`src/rtl/evtirq_pkg.sv`:
```
package evtirq_pkg;
  localparam int SLOT_W      = 8;
  localparam int CH_PER_WORD = 4;
  localparam int DATA_W      = SLOT_W * CH_PER_WORD;
  localparam int WORD_SEL_W  = 2;
  localparam int MAX_WORDS   = 1 << WORD_SEL_W;
  localparam int BANK_SEL_W  = 3;
  localparam int ADDR_W      = BANK_SEL_W + WORD_SEL_W;

  // event kind positions inside a slot; software decodes them by bit
  localparam int EV_CAP_AE = 0;
  localparam int EV_CAP_AF = 1;
  localparam int EV_PB_AE  = 2;
  localparam int EV_PB_AF  = 3;
  localparam int EV_CAP_OV = 4;
  localparam int EV_PB_OV  = 5;

  typedef enum logic [BANK_SEL_W-1:0] {
    BANK_ENABLE = 3'd0,
    BANK_CLEAR  = 3'd1,
    BANK_RAW    = 3'd2,
    BANK_MASKED = 3'd3,
    BANK_CPU    = 3'd4
  } bank_e;

  typedef struct packed {
    logic [MAX_WORDS-1:0]  wrEnable;
    logic [MAX_WORDS-1:0]  wrClear;
    logic                  wrCpuMask;
    bank_e                 rdBank;
    logic [WORD_SEL_W-1:0] rdWord;
  } strobe_t;
endpackage

```
`src/rtl/evtirq_ctrl.sv`:
```
module evtirq_ctrl
  import evtirq_pkg::*;
(
  input  logic              regWrEn,
  input  logic [ADDR_W-1:0] regAddr,
  output strobe_t           strb
);
  bank_e                 bankSel;
  logic [WORD_SEL_W-1:0] wordSel;

  assign bankSel = bank_e'(regAddr[ADDR_W-1 -: BANK_SEL_W]);
  assign wordSel = regAddr[WORD_SEL_W-1:0];

  always_comb begin
    strb        = '0;
    strb.rdBank = bankSel;
    strb.rdWord = wordSel;
    for (int w = 0; w < MAX_WORDS; w++) begin
      if (WORD_SEL_W'(w) == wordSel) begin
        strb.wrEnable[w] = regWrEn && (bankSel == BANK_ENABLE);
        strb.wrClear[w]  = regWrEn && (bankSel == BANK_CLEAR);
      end
    end
    strb.wrCpuMask = regWrEn && (bankSel == BANK_CPU) && (wordSel == '0);
  end
endmodule

```
`src/rtl/evtirq_datapath.sv`:
```
module evtirq_datapath
  import evtirq_pkg::*;
#(
  parameter int NUM_CH    = 10,
  parameter int NUM_TYPES = 6
) (
  input  logic                        clk,
  input  logic                        rstN,
  input  strobe_t                     strb,
  input  logic [DATA_W-1:0]           regWrData,
  input  logic [NUM_CH*NUM_TYPES-1:0] evtPulse,
  output logic [DATA_W-1:0]           regRdData,
  output logic                        irqOut
);
  localparam int FLAT_W = NUM_CH * NUM_TYPES;

  logic [FLAT_W-1:0] rawFlat;
  logic [FLAT_W-1:0] enFlat;
  logic [FLAT_W-1:0] enNext;
  logic [FLAT_W-1:0] clrFlat;
  logic [FLAT_W-1:0] mskFlat;
  logic [NUM_CH-1:0] cpuMask;
  logic [NUM_CH-1:0] chHit;

  logic [DATA_W-1:0] enWord  [MAX_WORDS];
  logic [DATA_W-1:0] rawWord [MAX_WORDS];
  logic [DATA_W-1:0] mskWord [MAX_WORDS];

  // per-channel slot decode of the write data
  for (genvar ch = 0; ch < NUM_CH; ch++) begin : g_ch
    localparam int WIDX = ch / CH_PER_WORD;
    localparam int BASE = (ch % CH_PER_WORD) * SLOT_W;
    assign clrFlat[ch*NUM_TYPES +: NUM_TYPES] =
      strb.wrClear[WIDX] ? regWrData[BASE +: NUM_TYPES] : '0;
    assign enNext[ch*NUM_TYPES +: NUM_TYPES] =
      strb.wrEnable[WIDX] ? regWrData[BASE +: NUM_TYPES]
                          : enFlat[ch*NUM_TYPES +: NUM_TYPES];
    assign chHit[ch] = cpuMask[ch] && (|mskFlat[ch*NUM_TYPES +: NUM_TYPES]);
  end

  assign mskFlat = rawFlat & enFlat;

  always_ff @(posedge clk) begin
    if (!rstN) begin
      rawFlat <= '0;
      enFlat  <= '0;
      cpuMask <= '0;
    end else begin
      // clear first, then set: a coincident pulse survives
      rawFlat <= (rawFlat & ~clrFlat) | evtPulse;
      enFlat  <= enNext;
      if (strb.wrCpuMask) cpuMask <= regWrData[NUM_CH-1:0];
    end
  end

  always_comb begin
    for (int w = 0; w < MAX_WORDS; w++) begin
      enWord[w]  = '0;
      rawWord[w] = '0;
      mskWord[w] = '0;
    end
    for (int c = 0; c < NUM_CH; c++) begin
      enWord[c/CH_PER_WORD][(c%CH_PER_WORD)*SLOT_W +: NUM_TYPES]  =
        enFlat[c*NUM_TYPES +: NUM_TYPES];
      rawWord[c/CH_PER_WORD][(c%CH_PER_WORD)*SLOT_W +: NUM_TYPES] =
        rawFlat[c*NUM_TYPES +: NUM_TYPES];
      mskWord[c/CH_PER_WORD][(c%CH_PER_WORD)*SLOT_W +: NUM_TYPES] =
        mskFlat[c*NUM_TYPES +: NUM_TYPES];
    end
  end

  always_comb begin
    regRdData = '0;
    case (strb.rdBank)
      BANK_ENABLE: regRdData = enWord[strb.rdWord];
      BANK_RAW:    regRdData = rawWord[strb.rdWord];
      BANK_MASKED: regRdData = mskWord[strb.rdWord];
      BANK_CPU:    if (strb.rdWord == '0) regRdData = DATA_W'(cpuMask);
      default:     regRdData = '0;
    endcase
  end

  assign irqOut = |chHit;


  set_seen_chk: assert property (@(posedge clk) disable iff (!rstN)
    1'b1 |=> ((rawFlat & $past(evtPulse)) == $past(evtPulse)));


  sticky_chk: assert property (@(posedge clk) disable iff (!rstN)
    1'b1 |=> (($past(rawFlat) & ~$past(clrFlat) & ~rawFlat) == '0));


  clear_done_chk: assert property (@(posedge clk) disable iff (!rstN)
    1'b1 |=> ((rawFlat & $past(clrFlat & ~evtPulse)) == '0));


  set_wins_chk: assert property (@(posedge clk) disable iff (!rstN)
    1'b1 |=> ((rawFlat & $past(evtPulse & clrFlat)) == $past(evtPulse & clrFlat)));


  irq_needs_cpu_chk: assert property (@(posedge clk) disable iff (!rstN)
    irqOut |-> (cpuMask != '0));


  raw_only_by_evt_chk: assert property (@(posedge clk) disable iff (!rstN)
    1'b1 |=> ((rawFlat & ~$past(rawFlat) & ~$past(evtPulse)) == '0));
endmodule

```
`src/rtl/evtirq_top.sv`:
```
module evtirq_top
  import evtirq_pkg::*;
#(
  parameter int NUM_CH    = 10,
  parameter int NUM_TYPES = 6
) (
  input  logic                        clk,
  input  logic                        rstN,
  input  logic [NUM_CH*NUM_TYPES-1:0] evtPulse,
  input  logic                        regWrEn,
  input  logic [ADDR_W-1:0]           regAddr,
  input  logic [DATA_W-1:0]           regWrData,
  output logic [DATA_W-1:0]           regRdData,
  output logic                        irqOut
);
  strobe_t strb;

  evtirq_ctrl u_ctrl (
    .regWrEn (regWrEn),
    .regAddr (regAddr),
    .strb    (strb)
  );

  evtirq_datapath #(
    .NUM_CH    (NUM_CH),
    .NUM_TYPES (NUM_TYPES)
  ) u_dp (
    .clk       (clk),
    .rstN      (rstN),
    .strb      (strb),
    .regWrData (regWrData),
    .evtPulse  (evtPulse),
    .regRdData (regRdData),
    .irqOut    (irqOut)
  );
endmodule

```
`config.mk`:
```
export PLATFORM = sky130hd
export DESIGN_NAME = evtirq_top
export DESIGN_NICKNAME = d
export VERILOG_FILES = /design/src/rtl/evtirq_pkg.sv /design/src/rtl/evtirq_ctrl.sv /design/src/rtl/evtirq_datapath.sv /design/src/rtl/evtirq_top.sv
export SDC_FILE = /design/constraint.sdc
export NUM_CORES = 1
export LEC_CHECK = 0
export ABC_AREA = 1
export BUFFER_PORTS_ARGS = -buffer_cell sky130_fd_sc_hd__buf_2
export CAP_MARGIN = 20
export CORE_MARGIN = 2
export CORE_UTILIZATION = 25
export CTS_BUF_LIST = sky130_fd_sc_hd__clkbuf_16
export DETAILED_ROUTE_END_ITERATION = 6
export HOLD_SLACK_MARGIN = 0.15
export PLACE_DENSITY = 0.51
export SLEW_MARGIN = 20
export SYNTH_ARGS = -nofsm -noshare
export SYNTH_HDL_FRONTEND = slang
export SYNTH_SLANG_ARGS = --single-unit
```
`constraint.sdc`:
```
create_clock -name clk -period 1.4 [get_ports clk]
set_clock_uncertainty 0.2 [all_clocks]
set_input_delay 0.07 -clock clk [delete_from_list [all_inputs] [get_ports clk]]
set_output_delay 0.07 -clock clk [all_outputs]
set_load 0.01 [all_outputs]
```
# Word-level counts from Yosys, hierarchy flattened
# Index checks and enable logic that the tools add are counted.
word_totals:
  inputBits: 100
  output_inout_bits: 33
  word_cells: 71
  ff_bits: 130
classes:
  n_lt_le_gt_ge: 1
  bitwise_logic: 5
  reduce_logical: 27
  n_eq_ne: 6
  muxes: 27
op_table:
  columns: ["cell", "count"]
  rows:
  - ["$bmux 32 s2", 3]
  - ["$mux 32", 6]
  - ["$pmux 32 s4", 1]
  - ["$and 60x60->60", 2]
  - ["$mux 6", 10]
  - ["$not 60->60", 1]
  - ["$or 60x60->60", 1]
  - ["$reduce_or 6->1", 10]
  - ["$logic_and 1x1->1", 14]
  - ["$mux 10", 1]
  - ["$reduce_or 10->1", 1]
  - ["$eq 3x2->1 const B", 2]
  - ["$mux 1", 6]
  - ["$eq 3x1->1 const B", 1]
  - ["$eq 3x3->1 const B", 1]
  - ["$ge 3x3->1 const B", 1]
  - ["$logic_not 3->1", 1]
  - ["$not 2->3", 1]
  - ["$eq 1x2->1 const A", 1]
  - ["$eq 2x2->1 const A", 1]
  - ["$logic_not 2->1", 1]

# Logic depth before layout (Yosys ltp)
logic_depth:
  word_depth: 7
  mapped_depth: 9
  mapped_depth_nobuf: 8

# By module
# A second synthesis with hierarchy kept.
hier_totals:
  cells_unflattened: 1068
  area_unflattened_um2: 6860.3
by_module_without_submodules:
  columns: ["module", "instances", "seq_area_each_um2", "area_per_inst_um2", "cells_per_inst"]
  rows:
  - ["evtirq_datapath", 1, 2602.5, 6730.2, 1039]
  - ["evtirq_ctrl", 1, 0.0, 130.1, 29]

# Worst setup path before layout
# Ideal clock, no wire load.
synth_timing:
  path_kind: "input port to output port"
  startpoint: "input regAddr[0]"
  endpoint: "output regRdData[16]"
  n_path_buf: 3
  cell_stages: 8
  setup_slack_ns: 0.157
  arrival_time_ns: 0.973
  required_time_ns: 1.130
  cell_sequence: "buf_6 -> inv_1 -> nor2_2 -> buf_4 -> buf_4 -> a22o_1 -> nand2_1 -> nand3_1"
synth_between:
  elab_chain_len: 5
  elab_cells_between_ends: 11
  cone_classes: "mux: 10; bitwise: 1"
synth_rtl:
  columns: ["element", "line_no", "rtl"]
  rows:
  - ["start: declaration", "evtirq_top.sv:11", "input logic [ADDR_W-1:0] regAddr,"]
  - ["$not 2->3 (not written as such) *", "evtirq_datapath.sv:75, evtirq_datapath.sv:76, evtirq_datapath.sv:77", null]
  - ["$bmux 32 s2, on equally long branches", "evtirq_datapath.sv:77, evtirq_datapath.sv:75, evtirq_datapath.sv:76", null]
  - ["$mux 32, on equally long branches (2 in a row)", "evtirq_datapath.sv:77, evtirq_datapath.sv:75, evtirq_datapath.sv:76", null]
  - ["$pmux 32 s4 *", "evtirq_datapath.sv:74", "case (strb.rdBank)"]
  - ["end: declaration", "evtirq_top.sv:13", "output logic [DATA_W-1:0] regRdData,"]
# Mark *: on every way between the ends. The rest lies on a longest branch, timed or not. The select of a mux whose other input is x is not followed.

# Worst setup path after layout
layout_timing:
  startpoint: "register u_dp.rawFlat[24]"
  endpoint: "output irqOut"
layout_between:
  elab_chain_len: 4
layout_rtl:
  columns: ["element", "line_no", "rtl"]
  rows:
  - ["start: declaration", "evtirq_datapath.sv:17", "logic [FLAT_W-1:0] rawFlat;"]
  - ["start signal: assignment", "evtirq_datapath.sv:50", "rawFlat <= (rawFlat & ~clrFlat) | evtPulse;"]
  - ["$and 60x60->60", "evtirq_datapath.sv:41", "assign mskFlat = rawFlat & enFlat;"]
  - ["$reduce_or 6->1", "evtirq_datapath.sv:38", "assign chHit[ch] = cpuMask[ch] && (|mskFlat[ch*NUM_TYPES +: NUM_TYPES]);"]
  - ["$logic_and 1x1->1", "evtirq_datapath.sv:38", null]
  - ["$reduce_or 10->1", "evtirq_datapath.sv:83", "assign irqOut = |chHit;"]
  - ["end: declaration", "evtirq_top.sv:14", "output logic irqOut"]
# Every way passes these cells.

==> key figures <==
Outcome
  – Failing checks: negative setup slack
  – Status: finished, violations left

Setup path
  – CP Launch Type: register
  – Critical Path End: irqOut
  – Setup crit start: u_dp.rawFlat[24]
  – R2R Setup Slk: ~320 ps
  – Crit. End Element: output pin
  – Worst r2r dst: u_dp.rawFlat[5]
  – Cells on worst reg2reg path: 4
  – CP arrival: around 1600 ps
  – CP Max Fanout: 2
  – Critical path type: register to output pin
  – WP data required: approximately 1100 ps
  – Worst R2R Start: u_dp.rawFlat[5]

Clock tree
  – Root Buffer: clkbuf_16
  – Total CTS buffers: 17
  – CTS Hold Bufs: 91
  – CTS tree: done
  – Clock sink count: 130
  – H-tree Lvls: 4
  – Clock tree buffer depth: 2
  – Clock-pin slew on the worst setup and hold paths: about 60 ps
  – Clk_lat worst skew: ~420 ps

Power
  – Static Leakage: approximately 5.0 nW
  – Pwr per Cell Area: around 920 nW/µm²
  – Peak supply drop: between 700 and 800 µV

STA
  – Setup ws final: -469 ps
  – RSZ-0062 raised after global routing: true
  – Max Fclk: roughly 540 MHz
  – Fin. max-slew vios: 0
  – Final setup vio count: 25
  – Tcrit/Tclk final: 1.33
  – Final Hold Fails: 0
  – Post-route minimum period: between 1500 and 2000 ps

Yosys
  – Mapped Cells: 1019
  – Seq cells post-synth: 130
  – Register area share after synthesis: 0.387
  – Mapped cell area: between 6000 and 7000 µm²
  – Mean post-synth cell area: ~6.6 µm²
  – Number of synthesis warnings: 0
  – Distinct cells, synth: 28

Detailed routing
  – Vias/cell: 4.80
  – DR vias: approximately 8k
  – Aggregate routed wire length: approximately 27 mm
  – DRT Pass-1 Iters: 5
  – Final ANT Viol Nets: 0
  – Routed len/inst: 16.0 µm
  – First DRT Iteration DRCs: around 500
  – DRC Markers: 0

Place
  – Port Buffers: 120
  – Final weighted congestion in routability-driven placement: between 0.8 and 0.9
  – DP Cell Count: roughly 1.5k
  – Final HPWL DP: between 15 and 20 mm

Min path
  – Worst hold path type: input pin to register

Die
  – Initial Utilization: 0.252
  – Die area: approximately 28000 µm²
  – Core Box Area: about 27000 µm²
  – Top Ports: between 100 and 150
  – Die H: 168 µm
  – # rows: 60
  – Die width: 168 µm

Finish
  – Area grow syn2layout: 61.9%
  – Post-layout util: 0.409
  – # fillers: 2749
  – Non-Filler Instances: ~1.7k
  – Share of layout cells above drive strength 1: 0.342
  – Final nets: roughly 1.4k

Global routing
  – Vias in the first global route: 7842
  – Largest net degree at the start of global routing: 50
  – Gr ovfl total: 0
  – GRT Overall Usage: 0.188
  – First-pass GRT wire length: about 41 mm
  – Initial antenna violation count: 1

Job
  – Max-cap violations: 0
per-stage QoR:
step | hold slack, ps | setup TNS [ps] | worst slack [ps] | power [mW] | cell area [µm²]
6_report | 25.4 | -6100 | -469 | 10.0 | 10900
5_1_grt | 46.1 | -7800 | -562 | 10.4 | 10900
4_1_cts | 77.3 | -9790 | -482 | 9.97 | 10500
3_5_place_dp | 113 | -14360 | -198 | 5.15 | 8580
3_3_place_gp | 109 | -13220 | -211 | 5.14 | 8580
2_1_floorplan | 3.97 | 0 | 157 | 4.52 | 6750
critical path, stage by stage (launching register included):
cell and delay (ps):
dfxtp_1 320, nand2_2 110, nand2_1 60, nor2_1 80, nand2_1 70, nand2_2 80, nand3_1 120, nor2_4 140
nand2_4 80, buf_6 120
cell usage in the layout (no fill, tap or decap), drive strengths merged:
master	n
nand2	258
o221ai	4
a22oi	4
nor3	3
clkinvlp	2
buf	248
dlygate4sd3	87
inv	146
dfxtp	130
a22o	12
dlymetal6s4s	3
o211ai	9
clkinv	7
conb	6
a21oi	130
nor2	35
bufinv	3
diode	2
nand3	67
o22ai	25
o21ai	131
clkbuf	19
nand4	5
layer usage:
layer  share of wire  track usage
met5               0            0
met4           0.019       0.0590
met1            0.45        0.245
met2            0.48        0.315
met3           0.059       0.0348
area by class of cell:
class / instances / area (µm²) / share of cell area
multi-input combinational: 689 / 3640 / 0.334
timing repair buffer: 340 / 3000 / 0.275
sequential: 130 / 2690 / 0.247
inverter: 143 / 538 / 0.0494
tap: 341 / 427 / 0.0392
clock buffer: 17 / 425 / 0.0391
clock inverter: 15 / 165 / 0.0152
antenna: 2 / 5.00 / 0.000460
kinds of logic after synthesis:
group / share of synthesized area
AND/OR/NAND/NOR: 0.227
buffers and inverters: 0.132
other: 0.000558
flip-flops: 0.387
AO/OA/AOI/OAI: 0.254
synthesized netlist by cell type, drive strengths merged:
library cell / number / area (µm²)
a21oi: 130 / 651
o211ai: 9 / 72.6
clkbuf: 26 / 97.6
clkinv: 1 / 5.00
buf: 36 / 254
inv: 142 / 533
nor2: 35 / 168
a22oi: 4 / 30.0
o22ai: 25 / 156
nand3: 67 / 335
a22o: 12 / 105
nand4: 5 / 31.3
dfxtp: 130 / 2600
o221ai: 4 / 35.0
nand2: 258 / 976
nor3: 3 / 15.0
o21ai: 131 / 656
conb: 1 / 3.75
state kept, by name, indices dropped and copies added (netlist names):
| register | cells |
|---|---|
| u_dp.enFlat | 60 |
| u_dp.rawFlat | 60 |
| u_dp.cpuMask | 10 |
power breakdown:
| group | total (mW) | leakage, nW | internal [mW] | switching (mW) |
|---|---|---|---|---|
| sequential | 3.99 | 1.09 | 3.87 | 0.125 |
| clock | 4.56 | 0.288 | 2.78 | 1.78 |
| combinational | 1.44 | 3.60 | 0.742 | 0.701 |
what timing repair did:
item                                    4_1_cts  5_1_grt
cloned                                        0        1
endpoints found under the setup margin       27       97
endpoints found under the hold margin       130       11
resized for setup                           135      116
setup buffers                                 3       11
pin swaps                                    60       68
worst min path at each step:
stage	from	end	slack [ps]	cells after the start
global placement	evtPulse[28]	u_dp.rawFlat[28]	110	3
floorplan	evtPulse[0]	u_dp.rawFlat[0]	4	2
finish	regWrEn	u_dp.enFlat[51]	30	6
detailed placement	evtPulse[52]	u_dp.rawFlat[52]	110	3
global route	regWrEn	u_dp.enFlat[51]	50	6
CTS	regAddr[1]	u_dp.enFlat[52]	80	6
Power figures use the tool's default switching activity.
